==> src/rtl/ssi_pkg.sv <==
package ssi_pkg;

    typedef enum logic [1:0] {
        SRC_PIN   = 2'd0,
        SRC_SOFT  = 2'd1,
        SRC_TIMER = 2'd2,
        SRC_NONE  = 2'd3
    } clk_src_e;

    typedef enum logic [1:0] {
        ST_OFF   = 2'd0,
        ST_WAIT  = 2'd1,
        ST_ARMED = 2'd2,
        ST_HELD  = 2'd3
    } start_state_e;

endpackage

==> src/rtl/ssi_clk_sel.sv <==
module ssi_clk_sel
    import ssi_pkg::*;
(
    input  logic       clk,
    input  logic       rst_n,
    input  logic [1:0] src,
    input  logic       sw_strobe,
    input  logic       tmr_match,
    input  logic       sclk_in,
    output logic       level,
    output logic       rise,
    output logic       fall,
    output logic       phase,
    output logic       internal
);

    clk_src_e sel;
    logic     pulse;
    logic     sclk_q;
    logic     phase_q;

    assign sel = clk_src_e'(src);

    always_comb begin
        pulse    = 1'b0;
        internal = 1'b0;
        case (sel)
            SRC_SOFT:  begin pulse = sw_strobe; internal = 1'b1; end
            SRC_TIMER: begin pulse = tmr_match; internal = 1'b1; end
            default:   begin pulse = 1'b0;      internal = 1'b0; end
        endcase
    end

    always_comb begin
        if (sel == SRC_PIN) begin
            level = sclk_in;
            rise  = sclk_in & ~sclk_q;
            fall  = ~sclk_in & sclk_q;
        end else begin
            level = phase_q;
            rise  = pulse & ~phase_q;
            fall  = pulse & phase_q;
        end
    end

    always_ff @(posedge clk or negedge rst_n) begin
        if (!rst_n) begin
            sclk_q  <= 1'b1;
            phase_q <= 1'b1;
        end else begin
            sclk_q <= sclk_in;
            if (pulse) phase_q <= ~phase_q;
        end
    end

    assign phase = phase_q;

endmodule

==> src/rtl/ssi_shifter.sv <==
module ssi_shifter #(
    parameter int DATA_W = 8,
    parameter int CNT_W  = 4
) (
    input  logic              clk,
    input  logic              rst_n,
    input  logic              wr_data,
    input  logic [DATA_W-1:0] wdata,
    input  logic              wr_cnt,
    input  logic [CNT_W-1:0]  wcnt,
    input  logic              clr_ovf,
    input  logic              rise,
    input  logic              fall,
    input  logic              level,
    input  logic              di,
    output logic [DATA_W-1:0] data,
    output logic [CNT_W-1:0]  cnt,
    output logic              ovf,
    output logic              lat
);

    localparam logic [CNT_W-1:0] CNT_TOP = {CNT_W{1'b1}};
    localparam logic [CNT_W-1:0] CNT_ONE = {{(CNT_W-1){1'b0}}, 1'b1};

    logic any_edge;
    assign any_edge = rise | fall;

    always_ff @(posedge clk or negedge rst_n) begin
        if (!rst_n) begin
            data <= '0;
        end else if (wr_data) begin
            data <= wdata;
        end else if (rise) begin
            data <= {data[DATA_W-2:0], di};
        end
    end

    always_ff @(posedge clk or negedge rst_n) begin
        if (!rst_n) begin
            cnt <= '0;
        end else if (wr_cnt) begin
            cnt <= wcnt;
        end else if (any_edge) begin
            cnt <= cnt + CNT_ONE;
        end
    end

    always_ff @(posedge clk or negedge rst_n) begin
        if (!rst_n) begin
            ovf <= 1'b0;
        end else if (clr_ovf) begin
            ovf <= 1'b0;
        end else if (!wr_cnt && any_edge && cnt == CNT_TOP) begin
            ovf <= 1'b1;
        end
    end

    // level-sensitive hold stage, sampled on the system clock
    always_ff @(posedge clk or negedge rst_n) begin
        if (!rst_n) begin
            lat <= 1'b1;
        end else if (!level) begin
            lat <= data[DATA_W-1];
        end
    end

endmodule

==> src/rtl/ssi_start_fsm.sv <==
module ssi_start_fsm
    import ssi_pkg::*;
(
    input  logic clk,
    input  logic rst_n,
    input  logic enable,
    input  logic scl,
    input  logic sda,
    input  logic clr,
    output logic flag
);

    start_state_e state, state_nx;

    always_ff @(posedge clk or negedge rst_n) begin
        if (!rst_n) state <= ST_OFF;
        else        state <= state_nx;
    end

    always_comb begin
        state_nx = state;
        if (!enable) begin
            state_nx = ST_OFF;
        end else begin
            unique case (state)
                ST_OFF:   state_nx = ST_WAIT;
                ST_WAIT:  if (scl && sda) state_nx = ST_ARMED;
                ST_ARMED: begin
                    if (scl && !sda)  state_nx = clr ? ST_WAIT : ST_HELD;
                    else if (!scl)    state_nx = ST_WAIT;
                end
                ST_HELD:  if (clr) state_nx = ST_WAIT;
            endcase
        end
    end

    always_comb begin
        flag = (state == ST_HELD);
    end

endmodule

==> src/rtl/ssi_engine.sv <==
module ssi_engine #(
    parameter int DATA_W = 8,
    parameter int CNT_W  = 4
) (
    input  logic              clk,
    input  logic              rst_n,
    input  logic              wire2,
    input  logic [1:0]        clk_src,
    input  logic              ie_start,
    input  logic              ie_ovf,
    input  logic              host_wr_data,
    input  logic [DATA_W-1:0] host_wdata,
    input  logic              host_wr_stat,
    input  logic [CNT_W+1:0]  host_wstat,
    output logic [DATA_W-1:0] host_rdata,
    output logic [CNT_W+1:0]  host_rstat,
    input  logic              sw_strobe,
    input  logic              tmr_match,
    input  logic              sclk_in,
    input  logic              di_in,
    output logic              do_out,
    output logic              sclk_out,
    output logic              sda_pull,
    output logic              scl_pull,
    output logic              irq_start,
    output logic              irq_ovf
);

    localparam int OVF_BIT   = CNT_W;
    localparam int START_BIT = CNT_W + 1;

    logic             clk_level, rise, fall, phase, internal;
    logic             edge_any;
    logic [CNT_W-1:0] cnt;
    logic             ovf, dout_lat, start_flag;
    logic             clr_ovf, clr_start;

    assign clr_ovf   = host_wr_stat & host_wstat[OVF_BIT];
    assign clr_start = host_wr_stat & host_wstat[START_BIT];
    assign edge_any  = rise | fall;

    ssi_clk_sel u_clk (
        .clk       (clk),
        .rst_n     (rst_n),
        .src       (clk_src),
        .sw_strobe (sw_strobe),
        .tmr_match (tmr_match),
        .sclk_in   (sclk_in),
        .level     (clk_level),
        .rise      (rise),
        .fall      (fall),
        .phase     (phase),
        .internal  (internal)
    );

    ssi_shifter #(.DATA_W(DATA_W), .CNT_W(CNT_W)) u_shift (
        .clk     (clk),
        .rst_n   (rst_n),
        .wr_data (host_wr_data),
        .wdata   (host_wdata),
        .wr_cnt  (host_wr_stat),
        .wcnt    (host_wstat[CNT_W-1:0]),
        .clr_ovf (clr_ovf),
        .rise    (rise),
        .fall    (fall),
        .level   (clk_level),
        .di      (di_in),
        .data    (host_rdata),
        .cnt     (cnt),
        .ovf     (ovf),
        .lat     (dout_lat)
    );

    ssi_start_fsm u_start (
        .clk    (clk),
        .rst_n  (rst_n),
        .enable (wire2),
        .scl    (sclk_in),
        .sda    (di_in),
        .clr    (clr_start),
        .flag   (start_flag)
    );

    assign host_rstat = {start_flag, ovf, cnt};
    assign do_out     = wire2 ? 1'b1 : dout_lat;
    assign sda_pull   = wire2 & ~dout_lat;
    assign scl_pull   = wire2 & (start_flag | ovf | (internal & ~phase));
    assign sclk_out   = phase;
    assign irq_start  = start_flag & ie_start;
    assign irq_ovf    = ovf & ie_ovf;

endmodule

==> config.mk <==
export PLATFORM = sky130hd
export DESIGN_NAME = ssi_engine
export DESIGN_NICKNAME = d
export VERILOG_FILES = /design/src/rtl/ssi_pkg.sv /design/src/rtl/ssi_clk_sel.sv /design/src/rtl/ssi_shifter.sv /design/src/rtl/ssi_start_fsm.sv /design/src/rtl/ssi_engine.sv
export SDC_FILE = /design/constraint.sdc
export NUM_CORES = 1
export LEC_CHECK = 0
export BUFFER_PORTS_ARGS = -buffer_cell sky130_fd_sc_hd__buf_4
export CAP_MARGIN = 5
export CORE_MARGIN = 2
export CORE_UTILIZATION = 49
export CTS_BUF_LIST = sky130_fd_sc_hd__clkbuf_8
export DETAILED_ROUTE_END_ITERATION = 6
export GPL_TIMING_DRIVEN = 0
export PLACE_DENSITY = 0.9
export SKIP_CTS_REPAIR_TIMING = 1
export SLEW_MARGIN = 25
export SYNTH_ARGS = -nofsm -noshare
export SYNTH_HDL_FRONTEND = slang
export SYNTH_SLANG_ARGS = --single-unit
==> constraint.sdc <==
create_clock -name clk -period 2 [get_ports clk]
set_input_delay 0 -clock clk [delete_from_list [all_inputs] [get_ports clk]]
set_output_delay 0 -clock clk [all_outputs]
set_load 0.005 [all_outputs]
==> results of run 1 <==
## cell usage in the layout (no fill, tap or decap), drive strengths merged
cell type / netlist / routed
inv: 6 / 6
a22o: 1 / 1
nand2: 10 / 10
nor2: 2 / 2
nand3b: 1 / 1
nand2b: 1 / 1
dlygate4sd3: 0 / 13
o31a: 3 / 3
xor2: 2 / 2
o211a: 1 / 1
o311ai: 1 / 1
dfrtp: 15 / 15
nor2b: 3 / 3
o21ai: 2 / 2
a22oi: 1 / 1
ha: 8 / 8
a221oi: 1 / 1
o31ai: 1 / 1
or2: 1 / 1
a31oi: 1 / 1
nor4: 1 / 1
and3: 1 / 1
clkbuf: 1 / 5
mux2: 19 / 19
nand4b: 1 / 1
mux2i: 2 / 2
a41o: 1 / 1
nor3b: 1 / 1
and2: 2 / 2
xnor2: 1 / 1
buf: 3 / 48
and3b: 1 / 1
dfstp: 3 / 3
## worst max path at each step
stage,start,endpoint,slack (ns)
3_5_place_dp,u_clk.sclk_q,u_shift.data[1],0.19
6_report,u_clk.sclk_q,u_shift.data[5],0.19
3_3_place_gp,u_clk.sclk_q,u_shift.data[5],0.23
2_1_floorplan,u_clk.sclk_q,u_shift.data[0],0.30
4_1_cts,u_clk.sclk_q,u_shift.data[1],0.18
5_1_grt,u_start.state[0],u_start.state[1],0.12
## per-stage QoR
step,hold WS [ns],worst slack (ns),cells
5_1_grt,0.01537,0.1238,188
2_1_floorplan,-0.2956,0.3016,98
3_5_place_dp,-0.1211,0.1874,171
6_report,0.01517,0.1905,188
4_1_cts,-0.3893,0.1842,175
3_3_place_gp,-0.1188,0.2267,171
## metal layers
metal | GRT usage, % | wire [um]
met3 | 3.448 | 135
met4 | 7.895 | 33
met5 | 0 | 0
met2 | 36.71 | 1374
met1 | 21.89 | 1009
## power breakdown
part | internal, uW | switching, uW | leakage (uW) | total, uW
Combinational | 262 | 156 | 0.000571 | 418
Clock | 175 | 119 | 0.0000288 | 294
Sequential | 446 | 64.2 | 0.000211 | 510
Total | 883 | 339 | 0.000811 | 1220
## state kept, by name, summed over array words and instances (netlist names)
signal and cells:
u_shift.data 8, u_clk.phase 1, u_start.state 2, u_shift.cnt 4, u_clk.sclk_q 1, u_shift.ovf 1
u_shift.lat 1
## logic make-up (layout without fill, tap and decap cells)
| group | count (synthesis) | count (layout) | synth area share (%) |
|---|---|---|---|
| buffers and inverters | 10 | 72 | 4.003 |
| AO/OA/AOI/OAI | 13 | 13 | 11.12 |
| flip-flops | 18 | 18 | 40.38 |
| XOR/XNOR | 3 | 3 | 2.336 |
| adder cells (fa/ha/maj) | 8 | 8 | 8.899 |
| multiplexers | 21 | 21 | 21.13 |
| AND/OR/NAND/NOR | 25 | 25 | 12.13 |
## worst max-delay path, stage by stage, from the launching register on
cell and delay (ns):
dfstp_2 0.53, and3b_2 0.22, a31oi_4 0.30, mux2_2 0.39, mux2_2 0.26
## layout make-up
cell class	instances	area [um2]	share of cell area [%]
inverter	6	22.52	1.338
clock buffer	4	55.05	3.271
tap	28	35.03	2.082
timing repair buffer	58	467.9	27.81
sequential	18	454.2	26.99
multi-input combinational	70	625.6	37.17
buffer	4	22.52	1.338
==> results.toml, run 1 <==
[sta]
worst_pin_slew_ns = 0.5006
fin_crit_ns = 1.810
final.period_utilization_pct = 90.48
finalMaxSlewViolations = 0
max-slew-margin-rel_pct = 66.63
fin_skew_ns = 0.001187
finalSetupTns_ns = 0
setup_violations = 0
timing.fmax_mhz = 552.6
hold_violations = 0
rsz0062_at_grt = "no"

[drt]
drtIter0Drc = 4
drt_wl_total_mm = 2.552
viasPerCell = 5.080
num_vias = 955
wl_per_cell_um = 13.57
drc_errors = 0
drtAntennaViolNets = 0
firstDrtPassIters = 2

[floorplan]
die_h_um = 51.91
die_area_mm2 = 0.002695
initial_core_util_pct = 51.34
num_rows = 17
io_pins = 47
die_x_um = 51.91
core_area_mm2 = 0.002191

[critical_path]
cp-end-kind = "flip-flop"
cp-start-kind = "flip-flop"
worst_ep_required_time_ns = 2.14
reg2reg_depth = 4
critical_path.reg2reg.endpoint = "u_shift.data[5]"
worstPathArrival_ns = 1.95
r2r_start = "u_clk.sclk_q"
path_class = "flip-flop to flip-flop"
ff2ff_setup_slack_ns = 0.19
critPathMaxFanout = 8

[global_routing]
grt_max_degree = 19
first_global_vias = 957
grt_overflow = 0
grt_pass1_wl_mm = 3.912
track_usage_pct = 19.74
antenna_found_initial = 0

[hold_path]
min_delay_path_depth = 4
min_from = "host_wstat[4]"
whs_endpoint = "u_shift.ovf"
hp-class = "primary input to flip-flop"

[cells_and_area]
fin_nets = 196
drive_above_1_share_pct = 49.38
fin_area_mm2 = 0.001683
fin_util_pct = 76.81
antenna_cells = 0
nFillCells = 145
area_growth_pct = 49.61

[synth]
syn-cell-area_mm2 = 0.001125
synthCells = 98
syn_nets = 133
yosysWarnings = 0
yosysMostFrequentCell = "mux2_2"
synth_seq_cells = 18
synth_area_leaders = "dfrtp_1 (33%), mux2_2 (18%), ha_1 (8.9%)"
synth_seq_area_share_pct = 40.38
yosysTopAreaCellShare_pct = 33.37
synth_cell_types = 34
synth_edf_count = 0
ys.flop_type = "dfrtp_1"
synthArstFlopShare_pct = 100.0
synth_top_cell_by_area = "dfrtp_1"
avgSynthCellArea_um2 = 11.48
synthTopCellsByCount = "mux2_2 (18), dfrtp_1 (15), nand2_1 (10)"

[place]
io_buffers = 45
globalplace.congestion = 0.7435
place_hpwl_mm = 1.883
placed_cell_area_mm2 = 0.001498

[power_and_ir_drop]
power.total_uw = 1222
peakVddDrop_mv = 0.6099
leakage_uw = 0.0008112
p_per_area_mw_per_mm2 = 726.2

[clocking]
cts.clk_slew.worst_paths_ns = 0.07
worstSkewPairLatency_ns = 0.25
numClockSinks = 18
clock_path_buffers = 2
cts_inserted_buffers = 3
cts_tree = "built"
htree_levels = 1
cts-root-buf = "clkbuf_8"

[outcome]
status = "completed"

[run]
maxCapViolCount = 0
Power figures use the tool's default switching activity.
==> inputs of run 2 (changes only) <==
--- a/config.mk
+++ b/config.mk
@@ -12,9 +12,10 @@
 export CTS_BUF_LIST = sky130_fd_sc_hd__clkbuf_8
 export DETAILED_ROUTE_END_ITERATION = 6
 export GPL_TIMING_DRIVEN = 0
-export PLACE_DENSITY = 0.9
+export PLACE_DENSITY = 0.91
 export SKIP_CTS_REPAIR_TIMING = 1
 export SLEW_MARGIN = 25
 export SYNTH_ARGS = -nofsm -noshare
 export SYNTH_HDL_FRONTEND = slang
+export SYNTH_HIERARCHICAL = 1
 export SYNTH_SLANG_ARGS = --single-unit
==> run 2 against run 1 <==
Net effect:
- the run now ends with negative hold slack left
- clock power shrank 14%
- wire length grew 13%
- final cell count grew 4.3%
- largest cell class unchanged
- global-route usage grew 1.1 points
- combinational power grew 2%
- core utilization shrank 0.46 points
- die area shrank 0.62%
- total power shrank 1.9%
- worst hold slack lost 0.044 ns
- non-clock buffer count grew 1
- first-iteration DRC count grew to 3.5 times the previous value
==> results.toml, run 2 <==
[outcome]
status = "finished, violations left"
violations = "negative hold slack"

[cells_and_area]
layout_commonest_cell = "buf_4"
drive_above_1_share_pct = 38.69
fin_nets = 204
fin_area_mm2 = 0.001673
antenna_cells = 0
final_cell_mix = "buf_4 (48), nand2_1 (16), dfrtp_1 (15)"
area_growth_pct = 49.72
largest_reg_flops = 8
final_cells = 196
regMostFlops = "u_shift/data"
reg_top3 = "u_shift/data x8, u_shift/cnt x4, u_start/state x2"

[drt]
wl_per_cell_um = 14.65
viasPerCell = 5.179
drtAntennaViolNets = 0
route.met3.wl_um = 108
firstDrtPassIters = 4
drtIter0Drc = 14
routed.top_layer = "met4"
drc_errors = 0
met2RoutedLength_mm = 1.551
drt_wl_total_mm = 2.872
num_vias = 1015
drt-met1-wl_mm = 1.121

[synth]
avgSynthCellArea_um2 = 10.64
synth_cell_types = 32
syn-cell-area_mm2 = 0.001117
synthTopCellsByCount = "nand2_1 (16), dfrtp_1 (15), o21ai_0 (12)"
yosysTopAreaCellShare_pct = 33.59
syn_nets = 140
synthArstFlopShare_pct = 100.0
synthCells = 105
yosysMostFrequentCell = "nand2_1"
synth_edf_count = 0
ys.flop_type = "dfrtp_1"
yosysWarnings = 6
synth_seq_area_share_pct = 40.65
synth_top_cell_by_area = "dfrtp_1"
synth_area_leaders = "dfrtp_1 (34%), mux2i_1 (9.9%), ha_1 (9.0%)"
synth_seq_cells = 18

[sta]
hold_violations = 4
worst_pin_slew_ns = 0.6386
finalSetupTns_ns = 0
max-slew-margin-rel_pct = 56.97
holdWs_ns = -0.02885
fin_crit_ns = 1.929
fin_skew_ns = 0.001503
setup_violations = 0
finalMaxSlewViolations = 0
timing.fmax_mhz = 518.4
final.period_utilization_pct = 96.45

[global_routing]
antenna_found_initial = 0
grt_overflow = 0
grt_max_degree = 19
grt_pass1_wl_mm = 4.140
track_usage_pct = 20.89
first_global_vias = 956

[critical_path]
critical_path.reg2reg.endpoint = "u_shift/data[5]"
r2r_start = "u_clk/phase"
critPathMaxStageDelay_ns = 0.55
crit_chain = "o32ai_2, buf_6, mux2i_1, o21ai_0, dlygate4sd3_1"
cp-start-kind = "flip-flop"
reg2reg_depth = 5
ff2ff_setup_slack_ns = 0.07
worstPathArrival_ns = 2.06
cp-end-kind = "flip-flop"
critPathMaxFanout = 10
path_class = "flip-flop to flip-flop"
critPathSlowestCell = "dlygate4sd3_1"
worst_ep_required_time_ns = 2.13

[floorplan]
num_rows = 17
die_x_um = 51.75
initial_core_util_pct = 51.00
die_area_mm2 = 0.002678
io_pins = 47
core_area_mm2 = 0.002191
die_h_um = 51.75

[place]
globalplace.congestion = 0.7830
io_buffers = 46
placed_cell_area_mm2 = 0.001498
place_hpwl_mm = 1.979
dp.cells = 179

[hold_path]
hp-class = "primary input to flip-flop"
min_from = "host_wdata[1]"
min_delay_path_depth = 3
whs_endpoint = "u_shift/data[1]"

[clocking]
cts_inserted_buffers = 3
cts_tree = "built"
cts-root-buf = "clkbuf_8"
cts.clk_slew.worst_paths_ns = 0.07
clock_path_buffers = 2
worstSkewPairLatency_ns = 0.25
numClockSinks = 18
htree_levels = 1

[power_and_ir_drop]
power.total_uw = 1198
p_per_area_mw_per_mm2 = 716.3
peakVddDrop_mv = 0.4762
leakage_uw = 0.0008107

[run]
maxCapViolCount = 0
## run 2: changes by cell type in the layout (fill, tap and decap cells not counted), sizes merged, moves of 2 or more
cell	delta
nand2	+7
mux2i	+9
and2	+2
xnor2	+2
o31a	-2
mux2	-17
o21ai	+11
## run 2: cells by family (layout without fill, tap and decap cells)
family | after synthesis | after routing | share of synthesized area [%]
buf+inv | 10 | 73 | 4.702
flops | 18 | 18 | 40.65
compound gates | 20 | 20 | 14.67
simple gates | 32 | 32 | 15.68
xor+xnor | 4 | 4 | 3.136
mux | 13 | 13 | 12.21
fa+ha+maj | 8 | 8 | 8.959
## run 2: power by group
| group | switching (uW) | leakage, uW | internal, uW |
|---|---|---|---|
| clock network | 116 | 0.0000269 | 136 |
| logic | 173 | 0.000567 | 254 |
| registers | 75.7 | 0.000217 | 443 |
| total | 365 | 0.000811 | 833 |
## run 2: area by class of cell
class / count / area, um2
clock inverters: 1 / 3.754
well taps: 28 / 35.03
clock buffers: 3 / 41.29
fillers: 143 / 518.0
inverters: 6 / 22.52
multi-input cells: 77 / 610.6
repair buffers: 59 / 475.5
flip-flops and latches: 18 / 454.2
plain buffers: 4 / 30.03
## run 2: routing by layer
metal	up-vias	track usage, %
met4	0	10.96
met1	487	25.51
met3	8	1.149
met2	36	36.97
li1	484	-
met5	-	0
## run 2: worst max-delay path by stage
stage                            from              end  slack, ns  depth (start not counted)
after detailed placement  u_clk/phase   u_shift/cnt[3]       0.11                          5
final                     u_clk/phase  u_shift/data[5]       0.07                          5
after floorplan           u_clk/phase   u_shift/cnt[3]       0.23                          5
after global placement    u_clk/phase   u_shift/cnt[3]       0.14                          5
after CTS                 u_clk/phase   u_shift/cnt[3]       0.09                          5
after global routing      u_clk/phase  u_shift/data[5]      -0.01                          5
## run 2: critical path: cells and delay by family (launching register included)
family                 cells  cell delay, ns
DFF                        1            0.40
buffers and inverters      2            0.78
muxes                      1            0.18
AOI/OAI and AO/OA          2            0.45
## run 2: per-stage QoR
step | utilization [%] | setup slack [ns]
final | 76.36 | 0.07105
after global placement | 68.36 | 0.1401
after detailed placement | 68.36 | 0.1081
after global routing | 76.36 | -0.01172
after CTS | 70.42 | 0.08809
after floorplan | - | 0.2259
